File: src/rtl/tsm_pkg.sv
// Shared constants for the slave mode controller.
// Assumes exactly four internal triggers, addressed by a 3-bit source select.
package tsm_pkg;

    localparam int NUM_ITRIG = 4;
    localparam int IDX_CH1   = NUM_ITRIG;
    localparam int IDX_CH2   = NUM_ITRIG + 1;
    localparam int IDX_EXT   = NUM_ITRIG + 2;
    localparam int SYNC_W    = NUM_ITRIG + 3;

    typedef enum logic [3:0] {
        SM_OFF       = 4'b0000,
        SM_ENC_CH2   = 4'b0001,
        SM_ENC_CH1   = 4'b0010,
        SM_ENC_BOTH  = 4'b0011,
        SM_RESET     = 4'b0100,
        SM_GATE      = 4'b0101,
        SM_START     = 4'b0110,
        SM_EXTCLK    = 4'b0111,
        SM_RST_START = 4'b1000
    } sm_mode_e;

    typedef enum logic [2:0] {
        TS_ITRIG0   = 3'b000,
        TS_ITRIG1   = 3'b001,
        TS_ITRIG2   = 3'b010,
        TS_ITRIG3   = 3'b011,
        TS_CH1_EDGE = 3'b100,
        TS_CH1      = 3'b101,
        TS_CH2      = 3'b110,
        TS_EXT      = 3'b111
    } ts_src_e;

endpackage

File: src/rtl/tsm_sync.sv
// Multi-stage synchronizer for a bundle of asynchronous inputs.
// Also keeps the previous synchronized sample so that edges can be found.
// Assumes the inputs are quasi-static relative to the clock (one bit per wire).
module tsm_sync #(
    parameter int WIDTH  = 7,
    parameter int STAGES = 2
) (
    input  logic             clk,
    input  logic             rst_n,
    input  logic [WIDTH-1:0] din,
    output logic [WIDTH-1:0] cur,
    output logic [WIDTH-1:0] prev
);

    logic [WIDTH-1:0] chain [STAGES];

    // First stage captures the raw inputs.
    always_ff @(posedge clk) begin
        if (!rst_n) chain[0] <= '0;
        else        chain[0] <= din;
    end

    genvar s;
    generate
        for (s = 1; s < STAGES; s++) begin : g_stage
            // Each later stage re-registers the one before it.
            always_ff @(posedge clk) begin
                if (!rst_n) chain[s] <= '0;
                else        chain[s] <= chain[s-1];
            end
        end
    endgenerate

    // Hold the last synchronized sample for edge comparison.
    always_ff @(posedge clk) begin
        if (!rst_n) prev <= '0;
        else        prev <= chain[STAGES-1];
    end

    assign cur = chain[STAGES-1];

endmodule

File: src/rtl/tsm_trig_sel.sv
// Trigger source multiplexer.
// Gives the level and the rising-edge event of the selected source.
// For the channel-1 edge source, any transition counts as both level and event.
// Assumes cur/prev come from tsm_sync, laid out as in tsm_pkg.
module tsm_trig_sel
    import tsm_pkg::*;
(
    input  logic [SYNC_W-1:0] cur,
    input  logic [SYNC_W-1:0] prev,
    input  logic [2:0]        sel,
    output logic              trig_lvl,
    output logic              trig_rise
);

    logic [SYNC_W-1:0] rise_vec;
    logic              ch1_any;

    assign rise_vec = cur & ~prev;
    assign ch1_any  = cur[IDX_CH1] ^ prev[IDX_CH1];

    // Pick the level and event of the addressed source.
    always_comb begin
        trig_lvl  = 1'b0;
        trig_rise = 1'b0;
        unique case (ts_src_e'(sel))
            TS_ITRIG0, TS_ITRIG1, TS_ITRIG2, TS_ITRIG3: begin
                trig_lvl  = cur[sel[1:0]];
                trig_rise = rise_vec[sel[1:0]];
            end
            TS_CH1_EDGE: begin
                trig_lvl  = ch1_any;
                trig_rise = ch1_any;
            end
            TS_CH1: begin
                trig_lvl  = cur[IDX_CH1];
                trig_rise = rise_vec[IDX_CH1];
            end
            TS_CH2: begin
                trig_lvl  = cur[IDX_CH2];
                trig_rise = rise_vec[IDX_CH2];
            end
            TS_EXT: begin
                trig_lvl  = cur[IDX_EXT];
                trig_rise = rise_vec[IDX_EXT];
            end
            default: begin
                trig_lvl  = 1'b0;
                trig_rise = 1'b0;
            end
        endcase
    end

endmodule

File: src/rtl/tsm_quad.sv
// Quadrature decoder for the two channel inputs.
// Gives a count step and the step's direction (1 = down).
// Forward rotation is channel 1 leading channel 2.
// An edge is dropped when the partner channel changes in the same cycle.
// Assumes synchronized current and previous samples of both channels.
module tsm_quad
    import tsm_pkg::*;
(
    input  logic       a_cur,
    input  logic       a_prev,
    input  logic       b_cur,
    input  logic       b_prev,
    input  logic [3:0] mode,
    output logic       step,
    output logic       step_down
);

    logic a_chg, b_chg, a_ok, b_ok, use_a, use_b;

    assign a_chg = a_cur ^ a_prev;
    assign b_chg = b_cur ^ b_prev;
    assign a_ok  = a_chg & ~b_chg;
    assign b_ok  = b_chg & ~a_chg;
    assign use_a = (mode == SM_ENC_CH1) || (mode == SM_ENC_BOTH);
    assign use_b = (mode == SM_ENC_CH2) || (mode == SM_ENC_BOTH);

    // Qualify the edge against the mode, then derive its direction.
    always_comb begin
        step      = 1'b0;
        step_down = 1'b0;
        if (use_a && a_ok) begin
            step      = 1'b1;
            step_down = (a_cur == b_cur);
        end else if (use_b && b_ok) begin
            step      = 1'b1;
            step_down = (b_cur != a_cur);
        end
    end

endmodule

File: src/rtl/tsm_ctrl.sv
// Mode decoder and output registers.
// Turns the trigger and encoder events into registered per-cycle strobes.
// Undefined mode codes behave as the disabled mode.
module tsm_ctrl
    import tsm_pkg::*;
(
    input  logic       clk,
    input  logic       rst_n,
    input  logic [3:0] mode,
    input  logic       cen,
    input  logic       trig_lvl,
    input  logic       trig_rise,
    input  logic       step,
    input  logic       step_down,
    output logic       cnt_en,
    output logic       cnt_dir,
    output logic       cnt_rst,
    output logic       upd_req,
    output logic       cen_set
);

    logic en_d, dir_d, rst_d, set_d;

    // Work out this cycle's strobes from the mode.
    always_comb begin
        en_d  = cen;
        dir_d = 1'b0;
        rst_d = 1'b0;
        set_d = 1'b0;
        case (mode)
            SM_ENC_CH2, SM_ENC_CH1, SM_ENC_BOTH: begin
                en_d  = cen & step;
                dir_d = step ? step_down : cnt_dir;
            end
            SM_RESET:     rst_d = trig_rise;
            SM_GATE:      en_d  = cen & trig_lvl;
            SM_START:     set_d = trig_rise;
            SM_EXTCLK:    en_d  = cen & trig_rise;
            SM_RST_START: begin
                rst_d = trig_rise;
                set_d = trig_rise;
            end
            default:      en_d  = cen;
        endcase
    end

    // Register the strobes toward the counter.
    always_ff @(posedge clk) begin
        if (!rst_n) begin
            cnt_en  <= 1'b0;
            cnt_dir <= 1'b0;
            cnt_rst <= 1'b0;
            upd_req <= 1'b0;
            cen_set <= 1'b0;
        end else begin
            cnt_en  <= en_d;
            cnt_dir <= dir_d;
            cnt_rst <= rst_d;
            upd_req <= rst_d;
            cen_set <= set_d;
        end
    end

endmodule

File: src/rtl/slave_mode_ctrl.sv
// Top of the timer slave mode controller.
// Synchronizes all trigger inputs, selects one trigger, decodes the
// quadrature channels and issues counter strobes according to mode_sel.
// Assumes the counter itself applies the strobes on the next clock edge.
module slave_mode_ctrl
    import tsm_pkg::*;
#(
    parameter int SYNC_STAGES = 2
) (
    input  logic                 clk,
    input  logic                 rst_n,
    input  logic                 counter_en,
    input  logic [3:0]           mode_sel,
    input  logic [2:0]           trig_sel,
    input  logic [NUM_ITRIG-1:0] int_trig,
    input  logic                 ch1_in,
    input  logic                 ch2_in,
    input  logic                 ext_trig,
    output logic                 cnt_en,
    output logic                 cnt_dir,
    output logic                 cnt_rst,
    output logic                 upd_req,
    output logic                 cen_set
);

    logic [SYNC_W-1:0] raw, s_cur, s_prev;
    logic              trig_lvl, trig_rise, step, step_down;

    assign raw = {ext_trig, ch2_in, ch1_in, int_trig};

    tsm_sync #(.WIDTH(SYNC_W), .STAGES(SYNC_STAGES)) sync_i (
        .clk   (clk),
        .rst_n (rst_n),
        .din   (raw),
        .cur   (s_cur),
        .prev  (s_prev)
    );

    tsm_trig_sel sel_i (
        .cur       (s_cur),
        .prev      (s_prev),
        .sel       (trig_sel),
        .trig_lvl  (trig_lvl),
        .trig_rise (trig_rise)
    );

    tsm_quad quad_i (
        .a_cur     (s_cur[IDX_CH1]),
        .a_prev    (s_prev[IDX_CH1]),
        .b_cur     (s_cur[IDX_CH2]),
        .b_prev    (s_prev[IDX_CH2]),
        .mode      (mode_sel),
        .step      (step),
        .step_down (step_down)
    );

    tsm_ctrl ctrl_i (
        .clk       (clk),
        .rst_n     (rst_n),
        .mode      (mode_sel),
        .cen       (counter_en),
        .trig_lvl  (trig_lvl),
        .trig_rise (trig_rise),
        .step      (step),
        .step_down (step_down),
        .cnt_en    (cnt_en),
        .cnt_dir   (cnt_dir),
        .cnt_rst   (cnt_rst),
        .upd_req   (upd_req),
        .cen_set   (cen_set)
    );

endmodule

File: config.mk
export PLATFORM = sky130hd
export DESIGN_NAME = slave_mode_ctrl
export DESIGN_NICKNAME = d
export VERILOG_FILES = /design/src/rtl/tsm_pkg.sv /design/src/rtl/tsm_sync.sv /design/src/rtl/tsm_trig_sel.sv /design/src/rtl/tsm_quad.sv /design/src/rtl/tsm_ctrl.sv /design/src/rtl/slave_mode_ctrl.sv
export SDC_FILE = /design/constraint.sdc
export NUM_CORES = 1
export LEC_CHECK = 0
export CAP_MARGIN = 30
export CORE_MARGIN = 2
export CORE_UTILIZATION = 52
export DETAILED_ROUTE_END_ITERATION = 8
export PLACE_DENSITY_LB_ADDON = 0.2
export SYNTH_ARGS = -nofsm -noshare
export SYNTH_HDL_FRONTEND = slang
export SYNTH_SLANG_ARGS = --single-unit
File: constraint.sdc
create_clock -name clk -period 3.8 [get_ports clk]
set_input_delay 0.76 -clock clk [delete_from_list [all_inputs] [get_ports clk]]
set_output_delay 0.76 -clock clk [all_outputs]
set_load 0.05 [all_outputs]
### Yosys cells after proc, flatten, opt, wreduce, memory -nomap -nowiden

Memory sizes are Yosys's and may differ from the RTL's.
Index checks and enable logic that the tools add are counted.

| cells by class | value |
|---|---|
| $lt $le $gt $ge | 1 |
| multiplexer cells | 15 |
| reductions and logical operators | 12 |
| bitwise logic cells | 13 |
| eq/ne operators | 17 |

Operators by type and width:

| cell | count |
|---|---|
| 4-bit by 3-bit == test with 1-bit output (second input constant) | 4 |
| 7-bit two-way mux | 2 |
| 3-bit == test (second input constant) | 4 |
| 1-bit case mux with 5 select lines | 2 |
| 4-bit by 2-bit == test with 1-bit output (second input constant) | 2 |
| 1-bit two-way mux | 8 |
| 7-bit bitwise AND | 1 |
| 7-bit NOT | 1 |
| 3-bit by 2-bit == test with 1-bit output (second input constant) | 2 |
| 2-bit AND reduction | 3 |
| 1-bit bitwise AND | 5 |
| 1-bit binary-select mux with 2-bit select | 2 |
| 4-bit by 1-bit == test with 1-bit output (second input constant) | 1 |
| 4-bit == test (second input constant) | 1 |
| 2-bit by 4-bit < comparator with 1-bit output (second input constant) | 1 |
| 2-bit OR reduction | 2 |
| 4-bit OR reduction | 1 |
| 3-bit by 1-bit == test with 1-bit output (second input constant) | 1 |
| 3-bit logical NOT | 1 |
| 1-bit case mux with 3 select lines | 1 |
| 3-bit OR reduction | 1 |
| 1-bit logical AND | 2 |
| 1-bit logical OR | 2 |
| 1-bit NOT | 2 |
| other kinds (4) | 6 |

| word-level totals | value |
|---|---|
| RAM bits | 14 |
| register bits after elaboration | 11 |
| logic and storage cells | 64 |
| memories | 1 |

Memory list:

| memory | words | width | rd ports | clocked after memory_dff | wr ports | RTL line | source |
|---|---|---|---|---|---|---|---|
| sync_i.chain | 2 | 7 | 2 | 0 | 2 | tsm_sync.sv:15 | `logic [WIDTH-1:0] chain [STAGES];` |

### Depth between registers and ports, before layout

Gate-level depths: netlist (run 1).

| logic depth | value |
|---|---|
| word-level depth | 8 |
| gate-level depth with buffers | 7 |
| mapped depth without buffers | 7 |

### By module

A second synthesis (run 1) with hierarchy kept.

| unflattened totals | value |
|---|---|
| cell total of the unflattened synthesis | 103 |
| area total of the unflattened synthesis | 1067.3 um^2 |

Modules (own cells, without submodules):

| module | area an instance (um^2) | sequential area each (um^2) | cells each | times used |
|---|---|---|---|---|
| tsm_sync | 593.1 | 420.4 | 44 | 1 |
| tsm_ctrl | 202.7 | 80.1 | 22 | 1 |
| tsm_trig_sel | 171.4 | 0.0 | 23 | 1 |
| tsm_quad | 100.1 | 0.0 | 14 | 1 |

### Least setup slack after synthesis (run 1)

OpenSTA, ideal clock, no wires.

| path | value |
|---|---|
| path kind | input-to-reg |
| from | input port trig_sel[1] |
| to | register ctrl_i.cnt_en |
| slack | 1.873 ns |
| required time | 3.704 ns |
| stages on the path | 6 |
| arrival | 1.832 ns |
| cell sequence | buf_6 -> mux4_2 -> inv_1 -> a2111oi_1 -> a31oi_1 -> o41ai_2 |

| on the way | value |
|---|---|
| cells in the longest elaborated chain, start to end | 5 |
| elaborated cells between the ends (all ways) | 18 |

Ends and longest elaborated chain:

| item | RTL line | source |
|---|---|---|
| start, declared | slave_mode_ctrl.sv:14 | `input logic [2:0] trig_sel,` |
| 3-bit by 1-bit == test with 1-bit output, or another cell as far along | tsm_trig_sel.sv:25 | `unique case (ts_src_e'(sel))` |
| 4-bit OR reduction, or another cell as far along | tsm_trig_sel.sv:25 |  |
| 1-bit case mux with 5 select lines | tsm_trig_sel.sv:25 |  |
| 1-bit bitwise AND, on equally long branches | tsm_ctrl.sv:38, tsm_ctrl.sv:36 |  |
| 1-bit case mux with 3 select lines (*) | tsm_ctrl.sv:30 | `case (mode)` |
| end signal, assigned | tsm_ctrl.sv:56 | `cnt_en <= en_d;` |
| end, declared | tsm_ctrl.sv:15 | `output logic cnt_en,` |

Mark *: on every way between the ends. The rest lies on a longest branch, timed or not. The select of a mux whose other input is x is not followed.
A chain may end at the register's enable or synchronous reset.

### Worst setup path in the final report (run 1)

Ends and elaborated chain as after synthesis.

==> impl_results.md, run 1 <==
* PwrDens at 364.3 nW/um^2
* Max Transition Viols Final at 0
* GRT Util Overall at 17.61%
* Crit Path Category: input port to flop
* ANT cells at 0
* Grt ovf at 0
* Post-layout util at 66.21%
* Setup TNS at 0 ns
* Count leader, synth: dfxtp_1
* Core Box Area at 1922 sq um
* Cell taking the most area after synthesis: dfxtp_1
* Routed wire length at 1.764 mm
* Final GP Congestion at 0.8386
* I/O Buffers at 21
* Vias in the first global route at 777
* Initial antenna violation count at 0
* Post-CTS setup buffers at 0
* Leak Pwr at 0.4919 nW
* Syn_area_per_cell at 9.706 sq um
* H-tree depth at 1
* Outcome: completed
* Chip height at 48.69 um
* Vias per cell at 5.197
* Critical Path RT at 4.04 ns
* RSZ-0062 raised after global routing: no
* Max-Slew Margin vs Limit at 60.24%
* Multi-input logic area at 471.7 sq um
* Worst Max-Slew Pin Slew at 0.5946 ns
* Pwr Total at 463.6 uW
* Clock sink count at 25
* Final Hold Viols at 0
* Tmin final at 2.315 ns
* Worst reg2reg path depth at 6
* Clock buffer depth at 2
* Post-DRT Antenna Nets at 0
* CTS Hold Buffers Added at 0
* Synth Instances at 107
* Syn Std Cell Area at 1038 sq um
* Residual DRC at 0
* Post-synth EDFFs at 0
* Synthesis-to-finish area growth at 22.53%
* Unique cell type count in the Yosys netlist at 33
* Sequential element share of the synthesized area at 48.19%
* Synth top area share at 48.19%
* Vias at 790
* Cell row count at 16
* Per-cell routed wire length at 11.61 um
* Hold Path Class: flop to flop
* Root buffer cell: clkbuf_4
* Max Cap Viol at 0
* Fmax at 432.0 MHz
* CTS resizes at 0
* Critical Path End Type: flop
* Num CTS Buffers at 3
* Worst EP arrival at 2.55 ns
* Tcrit/Tclk final at 60.92%
* Worst setup margin at 1.485 ns
* Place WS at 1.166 ns
* Pin count of the biggest net entering global routing at 24
* Most frequent cells after synthesis: 25 x dfxtp_1, 21 x and2_1, 9 x nor2_1, 7 x inv_1
* First-pass GRT wire length at 3.305 mm
* Post-synth net total at 126
* CTS tree: done
* Nets at 145
* Worst IR drop on VDD at 0.2514 mV
* Max Fanout on Critical Path at 10
* Pre-antenna DRT Iters at 4
* Clk_skew at 0.003920 ns
* Clock-pin slew on the worst setup and hold paths at 0.14 ns
* Initial Util at 54.04%
* Die area at 2371 sq um
* Synth warnings at 0
* # setup viols final at 0
* Async S/R FF share, synth at 0%
* Post-synth top flop: dfxtp_1
* Seq cells post-synth at 25
* Startpoint Class: input port
* HPWL after detailed placement at 1.267 mm
* Io pins at 22
* Horiz. Die Dim at 48.69 um
* Iteration-0 DRC Markers at 12
* Synth top area cells: dfxtp_1 48%, and2_1 13%, nor2_1 3.3%, inv_1 2.5%, a21oi_1 2.4%
* Fraction of layout cells with a size suffix above 1 at 5.600%
* Hold path depth at 1
* Seq. cell area at 500.5 sq um
* Worst skew pair latency at 0.33 ns
* # fillers at 167
[power by group]
part / leakage, nW / internal [mW] / switching, mW / total, mW
registers: 0.205 / 0.272 / 0.00401 / 0.276
logic: 0.273 / 0.0340 / 0.0312 / 0.0652
clock network: 0.0139 / 0.0404 / 0.0819 / 0.122
total: 0.492 / 0.347 / 0.117 / 0.464
[critical path, cell delays in order]
cell             delay (ns)
clkdlybuf4s50_1        0.59
mux4_2                 0.42
inv_1                  0.04
a2111oi_1              0.40
a31oi_1                0.11
o41ai_2                0.23
[cells in the final DEF, fill, tap and decap left out, types with 2 or more instances in the layout]
cell / netlist / routed
clkbuf_4: 0 / 3
a31oi_1: 3 / 3
nor2_1: 9 / 9
a2111oi_1: 2 / 2
mux2i_1: 2 / 2
a21oi_1: 5 / 5
dfxtp_1: 25 / 25
a2111oi_0: 2 / 2
ha_1: 2 / 2
nand2_1: 5 / 5
and2_1: 21 / 21
clkdlybuf4s50_1: 0 / 21
inv_1: 7 / 7
[routing by layer]
layer  global-route usage (%)  vias to the layer above  part of all wire [%]
met5                        0                        -                     0
met4                    9.048                        0                   1.6
met3                    3.395                        3                   4.9
met2                    28.54                       21                    48
met1                    22.24                      364                    46
li1                         -                      402                     -
[logic make-up (layout without fill, tap and decap cells)]
kind of cell             after synthesis  after routing  synth area share (%)
AO/OA/AOI/OAI                         17             17                 12.65
XOR/XNOR                               2              2                 1.687
adder cells (fa/ha/maj)                2              2                 2.409
buffers and inverters                 14             32                 6.385
flip-flops                            25             25                 48.19
multiplexers                           3              3                 4.096
AND/OR/NAND/NOR                       44             44                 24.58
[sequential cells by signal, indices dropped and copies added, names as in the netlist]
name and flops:
ctrl_i.cen_set 1, ctrl_i.cnt_dir 1, sync_i.prev 7, ctrl_i.cnt_en 1, sync_i.chain 14, ctrl_i.cnt_rst 1
[final timing paths]
path	start	end	slack, ns
worst max-delay path	trig_sel[1]	ctrl_i.cnt_en	1.49
worst min-delay path	sync_i.chain[0][0]	sync_i.chain[1][0]	0.45
worst max register to register	sync_i.chain[1][4]	ctrl_i.cnt_en	1.90
worst min register to register	sync_i.chain[0][0]	sync_i.chain[1][0]	0.45
[stage by stage]
stage | std cells | hold WS (ns) | instance area (sq um)
detailed placement | 148 | 0.4195 | 1242
finish | 152 | 0.4490 | 1272
global route | 152 | 0.4685 | 1272
global placement | 148 | 0.4140 | 1242
floorplan | 107 | 0.4119 | 1039
CTS | 152 | 0.4519 | 1272
[final cells by class]
class                   instances  area share, %
multi-input cells              68          37.07
repair buffers                 21          16.52
well taps                      27          2.655
clock inverters                 1         0.5900
flip-flops and latches         25          39.33
clock buffers                   3          1.770
inverters                       7          2.065
Power figures use the tool's default switching activity.
==> inputs of run 2 (changes only) <==
--- a/config.mk
+++ b/config.mk
@@ -7,7 +7,7 @@
 export LEC_CHECK = 0
 export CAP_MARGIN = 30
 export CORE_MARGIN = 2
-export CORE_UTILIZATION = 52
+export CORE_UTILIZATION = 44
 export DETAILED_ROUTE_END_ITERATION = 8
 export PLACE_DENSITY_LB_ADDON = 0.2
 export SYNTH_ARGS = -nofsm -noshare
==> constraint.sdc (replaced) <==
create_clock -name clk -period 2.1 [get_ports clk]
set_input_delay 0.42 -clock clk [delete_from_list [all_inputs] [get_ports clk]]
set_output_delay 0.42 -clock clk [all_outputs]
set_load 0.05 [all_outputs]
==> run 2 against run 1 <==
Effect of this change: critical path depth decreased by 5; clock power increased by 85%; total power increased by 83%; non-clock buffer count increased by 4; wire length decreased by 2.9%; hold slack about the same; final area increased by 2.6%.
==> impl_results.md, run 2 (synthesis gave the netlist of run 1 again) <==
* Outcome: completed
* Min-delay src: sync_i.chain[0][4]
* Hold Path Class: flop to flop
* HPWL after detailed placement at 1.320 mm (+4.2%)
* Tcrit/Tclk final at 92.76%
* Residual DRC at 0 (unchanged)
* ANT cells at 0 (unchanged)
* Startpoint Class: flop
* Vias at 781 (-1.1%)
* Fmax at 513.4 MHz
* # fillers at 208 (+25%)
* Commonest non-fill, non-tap cell in the layout: dfxtp_1
* Fraction of layout cells with a size suffix above 1 at 8.527% (+2.9 points)
* Largest register FFs at 14 (unchanged)
* # setup viols final at 0 (unchanged)
* Worst IR drop on VDD at 0.5781 mV (+130%)
* H-tree depth at 1 (unchanged)
* Reg2reg start: sync_i.chain[1][4]
* Place WS at -0.06361 ns (-1.230 ns)
* Root buffer cell: clkbuf_4
* Critical Path End Type: primary output
* Num CTS Buffers at 3 (unchanged)
* Per-cell routed wire length at 10.90 um (-6.0%)
* Nets at 149 (+2.8%)
* Clock-pin slew on the worst setup and hold paths at 0.14 ns (about the same)
* Regs by FF count: sync_i.chain (14), sync_i.prev (7)
* Worst Max-Slew Pin Slew at 0.4947 ns (-0.09988 ns)
* Post-layout util at 58.99% (-7.2 points)
* Max Fanout on Critical Path at 4 (-6)
* Commonest non-fill, non-tap cells in the layout: 25 x dfxtp_1, 21 x and2_1, 21 x clkdlybuf4s50_1
* Synthesis-to-finish area growth at 25.66%
* R2R Setup Slk at 0.29 ns (-1.61 ns)
* CTS Hold Buffers Added at 0 (unchanged)
* Critical Path RT at 1.68 ns (-2.36 ns)
* Post-DRT Antenna Nets at 0 (unchanged)
* CP cell instances: clkdlybuf4s50_1
* CP Buf/Inv Count at 1 (-1)
* Worst stage delay on the critical path at 0.82 ns (+0.23 ns)
* Pin count of the biggest net entering global routing at 23 (-4.2%)
* Io pins at 22 (unchanged)
* Pre-antenna DRT Iters at 4 (unchanged)
* Die area at 2765 sq um (+17%)
* Cell row count at 17 (+1)
* Clk_skew at 0.006902 ns (+0.002982 ns)
* GRT Util Overall at 14.96% (-2.6 points)
* Worst setup margin at 0.1520 ns (-1.333 ns)
* Routed wire length at 1.712 mm (-2.9%)
* Iteration-0 DRC Markers at 12 (unchanged)
* Tmin final at 1.948 ns
* First-pass GRT wire length at 2.980 mm (-9.8%)
* Final GP Congestion at 0.7964 (-5.0%)
* Initial Util at 46.95% (-7.1 points)
* Final Hold Viols at 0 (unchanged)
* Biggest register: sync_i.chain
* CTS resizes at 0 (unchanged)
* Crit Path Category: flop to primary output
* Horiz. Die Dim at 52.58 um (+8.0%)
* Crit-path leading delay family: buffers and inverters
* Chip height at 52.58 um (+8.0%)
* Critical Path Start: ctrl_i.cnt_dir
* Vias per cell at 4.975 (-4.3%)
* Clock sink count at 25 (unchanged)
* Seq. cell area at 500.5 sq um (unchanged)
* Leak Pwr at 0.5155 nW (+4.8%)
* Final hold slack at 0.4494 ns (+0.0004420 ns)
* I/O Buffers at 21 (unchanged)
* Clock buffer depth at 2 (unchanged)
* Grt ovf at 0 (unchanged)
* RSZ-0062 raised after global routing: no
* Max Cap Viol at 0 (unchanged)
* CTS tree: done
* Crit-path slowest cell: clkdlybuf4s50_1
* Worst skew pair latency at 0.32 ns (about the same)
* Multi-input logic area at 471.7 sq um (unchanged)
* Worst EP arrival at 1.53 ns (-1.02 ns)
* Initial antenna violation count at 0 (unchanged)
* Post-CTS setup buffers at 0 (unchanged)
* PwrDens at 649.9 nW/um^2 (+78%)
* Max Transition Viols Final at 0 (unchanged)
* Max-Slew Margin vs Limit at 66.92% (+6.7 points)
* Vias in the first global route at 720 (-7.3%)
* Core Box Area at 2212 sq um (+15%)
[run 2: changes by cell type in the layout (fill, tap and decap cells not counted)]
| cell | delta |
|---|---|
| clkinvlp_4 | -1 |
| buf_4 | +4 |
| inv_6 | +1 |
[run 2: layout make-up]
| cell class | instances | area share [%] |
|---|---|---|
| Sequential cell | 25 | 38.35 |
| Multi-Input combinational cell | 68 | 36.15 |
| Timing Repair Buffer | 25 | 18.41 |
| Tap cell | 28 | 2.685 |
| Inverter | 7 | 2.013 |
| Clock buffer | 3 | 1.726 |
| Clock inverter | 1 | 0.6711 |
[run 2: routing by layer]
| layer | part of all wire, % | routed length [um] | global-route usage [%] | up-vias |
|---|---|---|---|---|
| met5 | 0 | 0 | 0 | - |
| met4 | 2.7 | 46 | 9.402 | 0 |
| met3 | 4.8 | 83 | 4.000 | 6 |
| met2 | 45 | 762 | 23.54 | 19 |
| met1 | 48 | 820 | 17.88 | 346 |
| li1 | - | - | - | 410 |
[run 2: per-stage QoR]
stage / TNS, ns / power (mW) / instances / instance area [sq um]
floorplan: 0 / 0.5813 / 107 / 1039
global placement: 0 / 0.6296 / 153 / 1274
detailed placement: -0.06361 / 0.6336 / 153 / 1274
CTS: 0 / 0.8594 / 157 / 1305
global route: 0 / 0.9010 / 157 / 1305
finish: 0 / 0.8481 / 157 / 1305
[run 2: where the power goes]
part	leakage, nW	total (mW)	internal (mW)	switching, mW
logic	0.292	0.122	0.0663	0.0559
clock network	0.0183	0.226	0.0775	0.148
registers	0.205	0.500	0.493	0.00750
[run 2: worst paths after layout]
| kind | depth (start not counted) | to |
|---|---|---|
| worst min-delay path | 1 | sync_i.chain[1][4] |
| worst min register to register | 1 | sync_i.chain[1][4] |
| worst max register to register | 6 | ctrl_i.cnt_en |
| worst max-delay path | 1 | cnt_dir |
